--- src/rtl/hjc_pkg.sv ---
package hjc_pkg;

    // True when the set bits of v form a single run that starts at bit 0
    // (all zeros included). Bits at or above w are ignored.
    function automatic logic low_run(input logic [31:0] v, input int unsigned w);
        logic [31:0] mask;
        logic [31:0] vm;
        mask = (w >= 32) ? '1 : ((32'd1 << w) - 32'd1);
        vm   = v & mask;
        return ((vm & (vm + 32'd1)) & mask) == '0;
    endfunction

    // Legal twisted-ring pattern: a run of ones from the bottom, or a run
    // of ones from the top (its complement is a run from the bottom).
    function automatic logic ring_legal(input logic [31:0] v, input int unsigned w);
        return low_run(v, w) || low_run(~v, w);
    endfunction

endpackage

--- src/rtl/hjc_ring.sv ---
module hjc_ring #(
    parameter int unsigned RING_W = 4
) (
    input  logic              clk,
    input  logic              rst,
    input  logic              en,
    output logic [RING_W-1:0] ring_o,
    output logic              wrap_o
);
    import hjc_pkg::*;

    localparam logic [RING_W-1:0] LAST_STATE = RING_W'(1) << (RING_W - 1);

    typedef struct packed {
        logic [RING_W-1:0] ring;
    } ring_st_t;

    ring_st_t st_d, st_q;
    logic     legal;
    logic     wrap;

    always_comb begin
        st_d  = st_q;
        wrap  = 1'b0;
        legal = ring_legal(32'(st_q.ring), RING_W);
        if (!legal) begin
            st_d.ring = '0;
        end else if (en) begin
            st_d.ring = {st_q.ring[RING_W-2:0], ~st_q.ring[RING_W-1]};
            wrap      = (st_q.ring == LAST_STATE);
        end
    end

    always_ff @(posedge clk) begin
        if (rst) begin
            st_q <= '0;
        end else begin
            st_q <= st_d;
        end
    end

    assign ring_o = st_q.ring;
    assign wrap_o = wrap;

endmodule

--- src/rtl/hjc_coarse.sv ---
module hjc_coarse #(
    parameter int unsigned HI_W = 8
) (
    input  logic            clk,
    input  logic            rst,
    input  logic            step_i,
    output logic [HI_W-1:0] hi_o
);
    typedef struct packed {
        logic [HI_W-1:0] hi;
    } coarse_st_t;

    coarse_st_t st_d, st_q;

    always_comb begin
        st_d = st_q;
        if (step_i) begin
            st_d.hi = st_q.hi + HI_W'(1);
        end
    end

    always_ff @(posedge clk) begin
        if (rst) begin
            st_q <= '0;
        end else begin
            st_q <= st_d;
        end
    end

    assign hi_o = st_q.hi;

endmodule

--- src/rtl/hjc_decode.sv ---
module hjc_decode #(
    parameter int unsigned RING_W = 4,
    parameter int unsigned LOW_W  = $clog2(2 * RING_W)
) (
    input  logic [RING_W-1:0] ring_i,
    output logic [LOW_W-1:0]  low_o
);
    localparam logic [LOW_W:0] N_STATES = (LOW_W + 1)'(2 * RING_W);

    logic [LOW_W:0] ones;
    logic [LOW_W:0] back;

    always_comb begin
        ones = '0;
        for (int i = 0; i < int'(RING_W); i++) begin
            ones = ones + (LOW_W + 1)'(ring_i[i]);
        end
        back = N_STATES - ones;
        if (ring_i[0] || (ring_i == '0)) begin
            low_o = LOW_W'(ones);
        end else begin
            low_o = LOW_W'(back);
        end
    end

endmodule

--- src/rtl/hjc_counter.sv ---
module hjc_counter #(
    parameter int unsigned RING_W = 4,
    parameter int unsigned HI_W   = 8
) (
    input  logic                                      clk,
    input  logic                                      rst,
    input  logic                                      en,
    input  logic                                      cap,
    output logic [HI_W+$clog2(2*RING_W)-1:0]          count_o
);
    localparam int unsigned LOW_W = $clog2(2 * RING_W);
    localparam int unsigned CNT_W = HI_W + LOW_W;
    localparam logic [CNT_W-1:0] N_STATES = CNT_W'(2 * RING_W);

    typedef struct packed {
        logic [RING_W-1:0] ring;
        logic [HI_W-1:0]   hi;
    } snap_t;

    logic [RING_W-1:0] ring_w;
    logic              wrap_w;
    logic [HI_W-1:0]   hi_w;
    logic [LOW_W-1:0]  low_w;
    snap_t             snap_d, snap_q;

    hjc_ring #(.RING_W(RING_W)) u_ring (
        .clk    (clk),
        .rst    (rst),
        .en     (en),
        .ring_o (ring_w),
        .wrap_o (wrap_w)
    );

    hjc_coarse #(.HI_W(HI_W)) u_coarse (
        .clk    (clk),
        .rst    (rst),
        .step_i (wrap_w),
        .hi_o   (hi_w)
    );

    always_comb begin
        snap_d = snap_q;
        if (cap) begin
            snap_d.ring = ring_w;
            snap_d.hi   = hi_w;
        end
    end

    always_ff @(posedge clk) begin
        if (rst) begin
            snap_q <= '0;
        end else begin
            snap_q <= snap_d;
        end
    end

    hjc_decode #(.RING_W(RING_W), .LOW_W(LOW_W)) u_decode (
        .ring_i (snap_q.ring),
        .low_o  (low_w)
    );

    assign count_o = CNT_W'(snap_q.hi) * N_STATES + CNT_W'(low_w);

endmodule

--- config.mk ---
export PLATFORM = sky130hd
export DESIGN_NAME = hjc_counter
export DESIGN_NICKNAME = d
export VERILOG_FILES = /design/src/rtl/hjc_pkg.sv /design/src/rtl/hjc_ring.sv /design/src/rtl/hjc_coarse.sv /design/src/rtl/hjc_decode.sv /design/src/rtl/hjc_counter.sv
export SDC_FILE = /design/constraint.sdc
export NUM_CORES = 1
export LEC_CHECK = 0
export ABC_AREA = 0
export BUFFER_PORTS_ARGS = -buffer_cell sky130_fd_sc_hd__buf_2
export CORE_MARGIN = 4
export CORE_UTILIZATION = 60
export CTS_CLUSTER_DIAMETER = 40
export DETAILED_ROUTE_END_ITERATION = 7
export GPL_TIMING_DRIVEN = 0
export PLACE_DENSITY_LB_ADDON = 0.12
export SKIP_CTS_REPAIR_TIMING = 1
export SLEW_MARGIN = 20
export SYNTH_ARGS = -nofsm -noshare
export SYNTH_HDL_FRONTEND = slang
export SYNTH_SLANG_ARGS = --single-unit
--- constraint.sdc ---
create_clock -name clk -period 5.8 [get_ports clk]
set_input_delay 0.87 -clock clk [delete_from_list [all_inputs] [get_ports clk]]
set_output_delay 0.87 -clock clk [all_outputs]
set_load 0.1 [all_outputs]
Yosys cells after proc, flatten, opt, wreduce, memory -nomap -nowiden
Cells that the tools add are included.
{"block": "op_classes", "n_addsub": 8, "eq_ne": 1, "mux": 3, "bitwise_logic": 5, "n_reduce_logical": 6}
{"cell": "logical NOT 32 bit", "n": 2}
{"cell": "adder 11 x 3 -> 11 bit", "n": 1}
{"cell": "adder 4 x 1 -> 4 bit, second input constant", "n": 2}
{"cell": "adder 8 x 1 -> 8 bit, second input constant", "n": 1}
{"cell": "AND 4 bit", "n": 2}
{"cell": "adder 3 x 1 -> 3 bit", "n": 2}
{"cell": "== test 4 bit, second input constant", "n": 1}
{"cell": "logical NOT 4 bit", "n": 1}
{"cell": "inverter 4 bit", "n": 1}
{"cell": "2-to-1 mux 3 bit", "n": 1}
{"cell": "subtractor 1 x 3 -> 3 bit, first input constant", "n": 1}
{"cell": "adder 1 x 1 -> 2 bit", "n": 1}
{"cell": "logical OR 1 bit", "n": 2}
{"cell": "2-to-1 mux 1 bit", "n": 2}
{"cell": "inverter 1 bit", "n": 2}
{"cell": "OR reduction 2 bit", "n": 1}
{"block": "totals", "regBits": 24, "input_bits": 4, "out_inout_bits": 11, "wordCells": 27}

Depth between registers and ports, before layout
Gate-level depths: netlist of the first run.
{"block": "logic_depth", "depth_word": 7, "depth_mapped": 8, "ltp_nobuf": 8}

Hierarchy
From an unflattened synthesis of the first run, not the netlist that was laid out.
{"block": "hier_totals", "cells_unflattened": 134, "hier_area_um2": 1229.9}
{"module": "hjc_counter", "instances": 1, "cells_per_inst": 46, "area_each_um2": 480.5, "seq_area_each_um2": 240.2}
{"module": "hjc_coarse", "instances": 1, "cells_per_inst": 37, "area_each_um2": 339.1, "seq_area_each_um2": 160.2}
{"module": "hjc_ring", "instances": 1, "cells_per_inst": 30, "area_each_um2": 249.0, "seq_area_each_um2": 80.1}
{"module": "hjc_decode", "instances": 1, "cells_per_inst": 21, "area_each_um2": 161.4, "seq_area_each_um2": 0.0}

Worst setup path before layout of the first run
Ideal clock, no wire load.
{"block": "synth_timing", "path_kind": "register to output", "start": "register snap_q[8] (netlist bit)", "end": "output port count_o[2]", "arrival_ps": 3720, "required_time_ps": 4930, "setup_slack_ps": 1210, "stages_incl_launch_ff": 8, "n_path_buf": 0, "cell_sequence": "dfxtp_1 -> inv_1 -> ha_1 -> fa_1 -> inv_1 -> ha_1 -> nor2b_1 -> xor2_1"}
{"block": "synth_via", "elab_chain_cells": 6, "word_cells_on_any_way": 8}
{"item": "from (decl)", "line": "hjc_counter.sv:24", "rtl": "snap_t snap_d, snap_q;"}
{"item": "from (signal assigned)", "line": "hjc_counter.sv:53", "rtl": "snap_q <= snap_d;"}
{"item": "adder 1 x 1 -> 2 bit", "line": "hjc_decode.sv:16", "rtl": "ones = ones + (LOW_W + 1)'(ring_i[i]);"}
{"item": "adder 3 x 1 -> 3 bit (2 in a row)", "line": "hjc_decode.sv:16"}
{"item": "subtractor 1 x 3 -> 3 bit", "line": "hjc_decode.sv:18", "rtl": "back = N_STATES - ones;"}
{"item": "2-to-1 mux 3 bit *", "line": "hjc_decode.sv:19", "rtl": "if (ring_i[0] || (ring_i == '0)) begin"}
{"item": "adder 11 x 3 -> 11 bit *", "line": "hjc_counter.sv:62", "rtl": "assign count_o = CNT_W'(snap_q.hi) * N_STATES + CNT_W'(low_w);"}
{"item": "to (decl)", "line": "hjc_counter.sv:9", "rtl": "output logic [HI_W+$clog2(2*RING_W)-1:0] count_o"}
Every way passes the cells marked *; elsewhere a longest branch is shown, timed or not.

Final worst setup path of the first run
Same ends and word-level chain as after synthesis.

==> metrics.yaml, run 1 <==
run_status:
  outcome: "finished clean"
worst_hold_path:
  hold_start: "snap_q[5]$_SDFFE_PP0P_"
  worstHoldEndpoint: "snap_q[5]$_SDFFE_PP0P_"
  hold_path_depth: 2
  hold_path.class: "reg2reg"
sta:
  drv_slew: 0
  skew_ns: 0.00544
  hold_viol_final: 0
  max_freq_mhz: 284
  tightest_slew_ns: 0.489
  finalSetupTns_ns: 0
  rsz0062_at_grt: "no"
  setup_viol: 0
  slew_headroom_pct: 67.7
  layout_min_cycle_time_ns: 3.52
  finalCritPeriodShare_pct: 60.6
cts:
  htree_levels: 1
  cts.sinks: 24
  path_clk_slew_ns: 0.13
  cts_root_buf: "clkbuf_4"
  cts_buffer_depth: 2
  clkLatencyLatePin_ns: 0.30
  tritoncts: "built"
  numCtsBuffers: 3
drt:
  drc: 0
  finalWirelength_mm: 2.09
  wl_met2_mm: 1.02
  wire_per_inst_um: 11.8
  wl_met1_um: 946
  avgViaCountPerCell: 5.24
  routed-via-count: 932
  topRoutingLayerUsed: "met4"
  ant_nets: 0
  drt-pass1-iter-count: 4
  drt_iter0_drc: 8
  wl_met3_um: 66
die:
  io_pins: 15
  initial_core_util_pct: 63.1
  core_um2: 1940
  die-area_um2: 2830
  die_width_um: 53.2
  die_y_um: 53.2
  fp-row-count: 16
final_layout:
  final_area_um2: 1380
  final_nets: 162
  filler_cell_count: 166
  antenna_cells: 0
  post-route-util_pct: 70.9
  areaGrowthSynthToFinish_pct: 12.3
  final_layout_size_suffix_gt1_share_pct: 22.5
setup_path:
  slowest_delay_ns: 0.44
  crit_slowest_cell: "buf_2"
  worstPathArrival_ns: 2.65
  required_ns: 4.93
  ff2ff_setup_slack_ns: 4.51
  critPathKind: "reg2out"
  rr_endpoint: "u_coarse.hi_o[2]$_SDFFE_PP0P_"
  reg2reg_depth: 4
  cp_common_cell: "ha_1"
  path_cells: "inv_1 -> ha_1 -> fa_1 -> ha_1 -> inv_1 -> ha_1 -> nor2b_1 -> xor2_1 -> buf_2"
  cp-end-kind: "output port"
  start_kind: "flip-flop"
  critPathBufInv: 3
  cpLargestDelayFamily: "adder cells"
  cp_max_fo: 4
  r2r-start: "u_coarse.hi_o[0]$_SDFFE_PP0P_"
synthesis:
  synth_top_area_cell: "dfxtp_1"
  synth_cell_types: 31
  synth_cells: 134
  synth_commonest_cells: "dfxtp_1, nor2_1, mux2i_1"
  synthTopCellsByArea: "dfxtp_1, mux2i_1, nor2_1"
  synth-async-reset-ratio_pct: 0
  synth_top_area_share_pct: 39.2
  synth_ff_type: "dfxtp_1"
  yosys_warnings: 0
  synth_edf_count: 0
  seq_area_frac_synth_pct: 39.2
  ys_ff_latch: 24
  syn_area_um2: 1230
  syn-num-nets: 144
  avgSynthCellArea_um2: 9.15
flow_run:
  cap_viol_max_count: 0
global_route:
  grt-ovfl-total: 0
  grt_max_degree: 15
  grt_first_pass_wirelength_mm: 3.64
  globalRouteTotalUtil_pct: 17.9
  antenna_found_initial: 0
  grt_pass1_vias: 924
placed_design:
  port_buffers: 13
  dp_hpwl_mm: 1.60
  gp_congestion: 0.798
  placed_cell_area_um2: 1330
power:
  power.density_nw_per_um2: 226
  p_leak_nw: 0.615
  vdd_drop_max_mv: 0.151
[cells by family after synthesis]
group                      after synthesis  synth area share (%)
xor gates and xnor gates                 7                  5.00
AOI/OAI and AO/OA                       15                  7.25
adders and majority gates                6                  6.73
and+or+nand+nor                         48                  21.8
muxes                                   12                  9.80
DFF                                     24                  39.2
buffers and inverters                   22                  10.2
[metrics by stage]
stage | hold WS (ns) | cells | total power, W | worst slack, ns
floorplan | 0.462 | 134 | 0.000193 | 1.21
global placement | 0.473 | 174 | 0.000198 | 2.67
detailed placement | 0.486 | 174 | 0.000199 | 2.62
CTS | 0.518 | 178 | 0.000315 | 2.26
global route | 0.555 | 178 | 0.000324 | 2.11
finish | 0.509 | 178 | 0.000311 | 2.28
[worst reg2reg max path: cells and delay by family (launching register included)]
kind / cells / cell delay (ns)
AND/OR/NAND/NOR: 2 / 0.49
flip-flops: 1 / 0.43
adder cells (fa/ha/maj): 1 / 0.18
AO/OA/AOI/OAI: 1 / 0.13
[power breakdown]
| group | leakage [nW] | internal, W | switching (W) |
|---|---|---|---|
| Clock | 0.0279 | 0.0000698 | 0.0000466 |
| Sequential | 0.194 | 0.000166 | 0.00000124 |
| Combinational | 0.393 | 0.00000864 | 0.0000188 |
[registers in the layout, summed over array words and instances, names as in the netlist]
name and cells:
snap_q 12, u_ring.ring_o 4, u_coarse.hi_o 8
[cell usage in the layout, fill, tap and decap left out, drive strengths merged]
master | netlist | routed
nand2b | 2 | 2
inv | 6 | 6
o2bb2ai | 1 | 1
ha | 5 | 5
a32oi | 1 | 1
nand4 | 2 | 2
mux2i | 12 | 12
xnor2 | 3 | 3
bufinv | 0 | 1
and4bb | 1 | 1
nor3b | 1 | 1
and3b | 1 | 1
clkbuf | 3 | 6
and4 | 1 | 1
a31oi | 3 | 3
nand4bb | 1 | 1
nor3 | 1 | 1
nand2 | 4 | 4
and3 | 1 | 1
buf | 13 | 26
or3 | 2 | 2
dfxtp | 24 | 24
o21ai | 6 | 6
nor2b | 3 | 3
o21a | 1 | 1
nand3 | 4 | 4
xor2 | 4 | 4
nor2 | 24 | 24
fa | 1 | 1
a21oi | 3 | 3
[layout make-up]
cell class | instances | area (µm²) | area share [%]
buffer | 16 | 103 | 7.45
clock buffer | 3 | 22.5 | 1.63
clock inverter | 1 | 30.0 | 2.18
inverter | 6 | 22.5 | 1.63
multi-input combinational | 88 | 621 | 45.0
sequential | 24 | 480 | 34.9
tap | 27 | 33.8 | 2.45
timing repair buffer | 13 | 65.1 | 4.72
[per-layer routing]
| metal | global-route usage (%) | vias up |
|---|---|---|
| met4 | 11.5 | 0 |
| met2 | 31.8 | 18 |
| met1 | 19.1 | 425 |
| met3 | 2.82 | 8 |
| met5 | 0 | - |
| li1 | - | 481 |
[worst max-delay path by stage]
| stage | start | to | slack [ns] | cells after the start |
|---|---|---|---|---|
| finish | snap_q[8]$_SDFFE_PP0P_ | count_o[2] | 2.28 | 9 |
| global placement | snap_q[8]$_SDFFE_PP0P_ | count_o[2] | 2.67 | 9 |
| global route | snap_q[8]$_SDFFE_PP0P_ | count_o[2] | 2.11 | 9 |
| CTS | snap_q[8]$_SDFFE_PP0P_ | count_o[2] | 2.26 | 9 |
| detailed placement | snap_q[8]$_SDFFE_PP0P_ | count_o[2] | 2.62 | 9 |
| floorplan | snap_q[8]$_SDFFE_PP0P_ | count_o[2] | 1.21 | 7 |
(Power assumes the default switching activity.)
==> run 2: changes to the inputs <==
--- a/config.mk
+++ b/config.mk
@@ -8,7 +8,7 @@
 export ABC_AREA = 0
 export BUFFER_PORTS_ARGS = -buffer_cell sky130_fd_sc_hd__buf_2
 export CORE_MARGIN = 4
-export CORE_UTILIZATION = 60
+export CORE_UTILIZATION = 50
 export CTS_CLUSTER_DIAMETER = 40
 export DETAILED_ROUTE_END_ITERATION = 7
 export GPL_TIMING_DRIVEN = 0
==> constraint.sdc (replaced) <==
create_clock -name clk -period 2.86 [get_ports clk]
set_input_delay 0.429 -clock clk [delete_from_list [all_inputs] [get_ports clk]]
set_output_delay 0.429 -clock clk [all_outputs]
set_load 0.1 [all_outputs]
==> metrics.yaml, run 2 (synthesized netlist as in run 1, its figures left out) <==
die:
  core_um2: 2280  # +17%
  die-area_um2: 3310  # +17%
  die_width_um: 57.5  # +8.1%
  initial_core_util_pct: 53.9  # -9.3 points
  die_y_um: 57.5  # +8.1%
  fp-row-count: 17  # +1
  io_pins: 15  # unchanged
setup_path:
  start_kind: "flip-flop"
  required_ns: 2.43  # -2.50 ns
  r2r-start: "u_ring.ring_o[1]$_SDFFE_PP0P_"
  endpoint: "count_o[1]"
  cp-end-kind: "output port"
  cp_max_fo: 3  # -1
  rr_endpoint: "u_coarse.hi_o[6]$_SDFFE_PP0P_"
  ff2ff_setup_slack_ns: 1.59  # -2.92 ns
  reg2reg_depth: 5  # +1
  cp-startpoint: "snap_q[9]$_SDFFE_PP0P_"
  critPathKind: "reg2out"
  worstPathArrival_ns: 2.35  # -0.30 ns
global_route:
  antenna_found_initial: 0  # unchanged
  grt_max_degree: 15  # unchanged
  globalRouteTotalUtil_pct: 13.8  # -4.1 points
  grt-ovfl-total: 0  # unchanged
  grt_first_pass_wirelength_mm: 3.62  # -0.77%
  grt_pass1_vias: 829  # -10%
cts:
  cts.sinks: 24  # unchanged
  clkLatencyLatePin_ns: 0.31  # about the same
  cts_root_buf: "clkbuf_4"
  htree_levels: 1  # unchanged
  path_clk_slew_ns: 0.13  # about the same
  numCtsBuffers: 3  # unchanged
  cts_buffer_depth: 2  # unchanged
  tritoncts: "built"
power:
  p_leak_nw: 0.632  # +2.7%
  p_int_w: 0.000502  # +110%
  p_sw_share_pct: 22.0  # +0.60 points
  p_seq_share_pct: 52.7  # -1.1 points
  pwr-share-clk_pct: 37.2  # -0.2 points
  power.density_nw_per_um2: 433  # +92%
  vdd_drop_max_mv: 0.363  # +140%
  combinationalPowerShare_pct: 10.1  # +1.3 points
  p_switching_w: 0.000142  # +110%
placed_design:
  preCtsSetupSlack_ns: 0.139  # -2.48 ns
  gp_congestion: 0.785  # -1.6%
  port_buffers: 13  # unchanged
  dp_hpwl_mm: 1.57  # -2.1%
final_layout:
  final_nets: 164  # +1.2%
  layout_common_cells: "nor2_1, dfxtp_1, buf_2"
  areaGrowthSynthToFinish_pct: 21.2
  final_layout_size_suffix_gt1_share_pct: 30.7  # +8.2 points
  register_area_um2: 485  # +1.0%
  regMostFlops: "snap_q"
  final_common_cell: "nor2_1"
  multi_input_area_um2: 691  # +11%
  filler_cell_count: 181  # +9.0%
  largest_register_ffs: 12  # unchanged
  antenna_cells: 0  # unchanged
drt:
  wire_per_inst_um: 11.7  # -0.11%
  ant_nets: 0  # unchanged
  drt_iter0_drc: 23  # +15
  drt-pass1-iter-count: 6  # +2
  finalWirelength_mm: 2.13  # +1.6%
  routed-via-count: 936  # +0.43%
  drc: 0  # unchanged
  avgViaCountPerCell: 5.17  # -1.2%
worst_hold_path:
  hold_path_depth: 2  # unchanged
  hold_path.class: "in2reg"
  hold_start: "rst"
sta:
  finalCritPeriodShare_pct: 97.2
  tightest_slew_ns: 0.486  # -0.00213 ns
  fin_ws_ns: 0.0813  # -2.20 ns
  drv_slew: 0  # unchanged
  max_freq_mhz: 360
  hold_viol_final: 0  # unchanged
  layout_min_cycle_time_ns: 2.78
  setup_viol: 0  # unchanged
  slew_headroom_pct: 67.8  # +0.14 points
  skew_ns: 0.00710  # +0.00166 ns
  finalSetupTns_ns: 0  # unchanged
flow_run:
  cap_viol_max_count: 0  # unchanged
run_status:
  outcome: "finished clean"
run 2: cell count changes in the layout (fill, tap and decap cells not counted), sizes merged:
cell  previous run  this run
buf             26        28
run 2: worst max-delay path: stages, from the launching register on:
cell,delay [ns]
dfxtp_2,0.36
inv_1,0.07
ha_4,0.24
fa_2,0.36
ha_4,0.28
inv_2,0.05
ha_4,0.25
nand2_1,0.06
o21ai_2,0.08
buf_4,0.30
run 2: cell type report:
class                           count  share of cell area (%)
Multi-Input combinational cell     88                    46.5
Sequential cell                    24                    32.7
Buffer                             16                    6.90
Timing Repair Buffer               15                    6.57
Tap cell                           28                    2.36
Clock inverter                      1                    2.02
Clock buffer                        3                    1.52
Inverter                            6                    1.52
run 2: per-stage QoR:
| stage | cells | total power [W] | area [µm²] | utilization, % | hold WS, ns |
|---|---|---|---|---|---|
| final | 181 | 0.000644 | 1490 | 65.3 | 0.343 |
| after floorplan | 134 | 0.000397 | 1270 | - | 0.462 |
| after global placement | 175 | 0.000406 | 1370 | 60.4 | 0.473 |
| after detailed placement | 175 | 0.000409 | 1370 | 60.4 | 0.489 |
| after CTS | 179 | 0.000651 | 1430 | 62.7 | 0.323 |
| after global routing | 181 | 0.000679 | 1490 | 65.3 | 0.318 |
run 2: metal layers:
metal  wire [µm]  GRT usage (%)  up-vias
li1            -              -      484
met1         973           17.2      436
met2        1080           22.9       14
met3          63           2.71        2
met4          14           5.96        0
met5           0              0        -
run 2: worst min path at each step:
| stage | end | slack (ns) |
|---|---|---|
| finish | u_coarse.hi_o[1]$_SDFFE_PP0P_ | 0.34 |
| global route | u_coarse.hi_o[1]$_SDFFE_PP0P_ | 0.32 |
| CTS | u_coarse.hi_o[1]$_SDFFE_PP0P_ | 0.32 |
| detailed placement | snap_q[2]$_SDFFE_PP0P_ | 0.49 |
| global placement | snap_q[5]$_SDFFE_PP0P_ | 0.47 |
| floorplan | snap_q[0]$_SDFFE_PP0P_ | 0.46 |
run 2: power groups by stage:
stage	sequential (W)	combinational, W	clock (W)
2_1_floorplan	0.000347	0.0000507	0
3_3_place_gp	0.000347	0.0000590	0
3_5_place_dp	0.000347	0.0000611	0
4_1_cts	0.000340	0.0000612	0.000250
5_1_grt	0.000340	0.0000717	0.000267
6_report	0.000339	0.0000650	0.000240
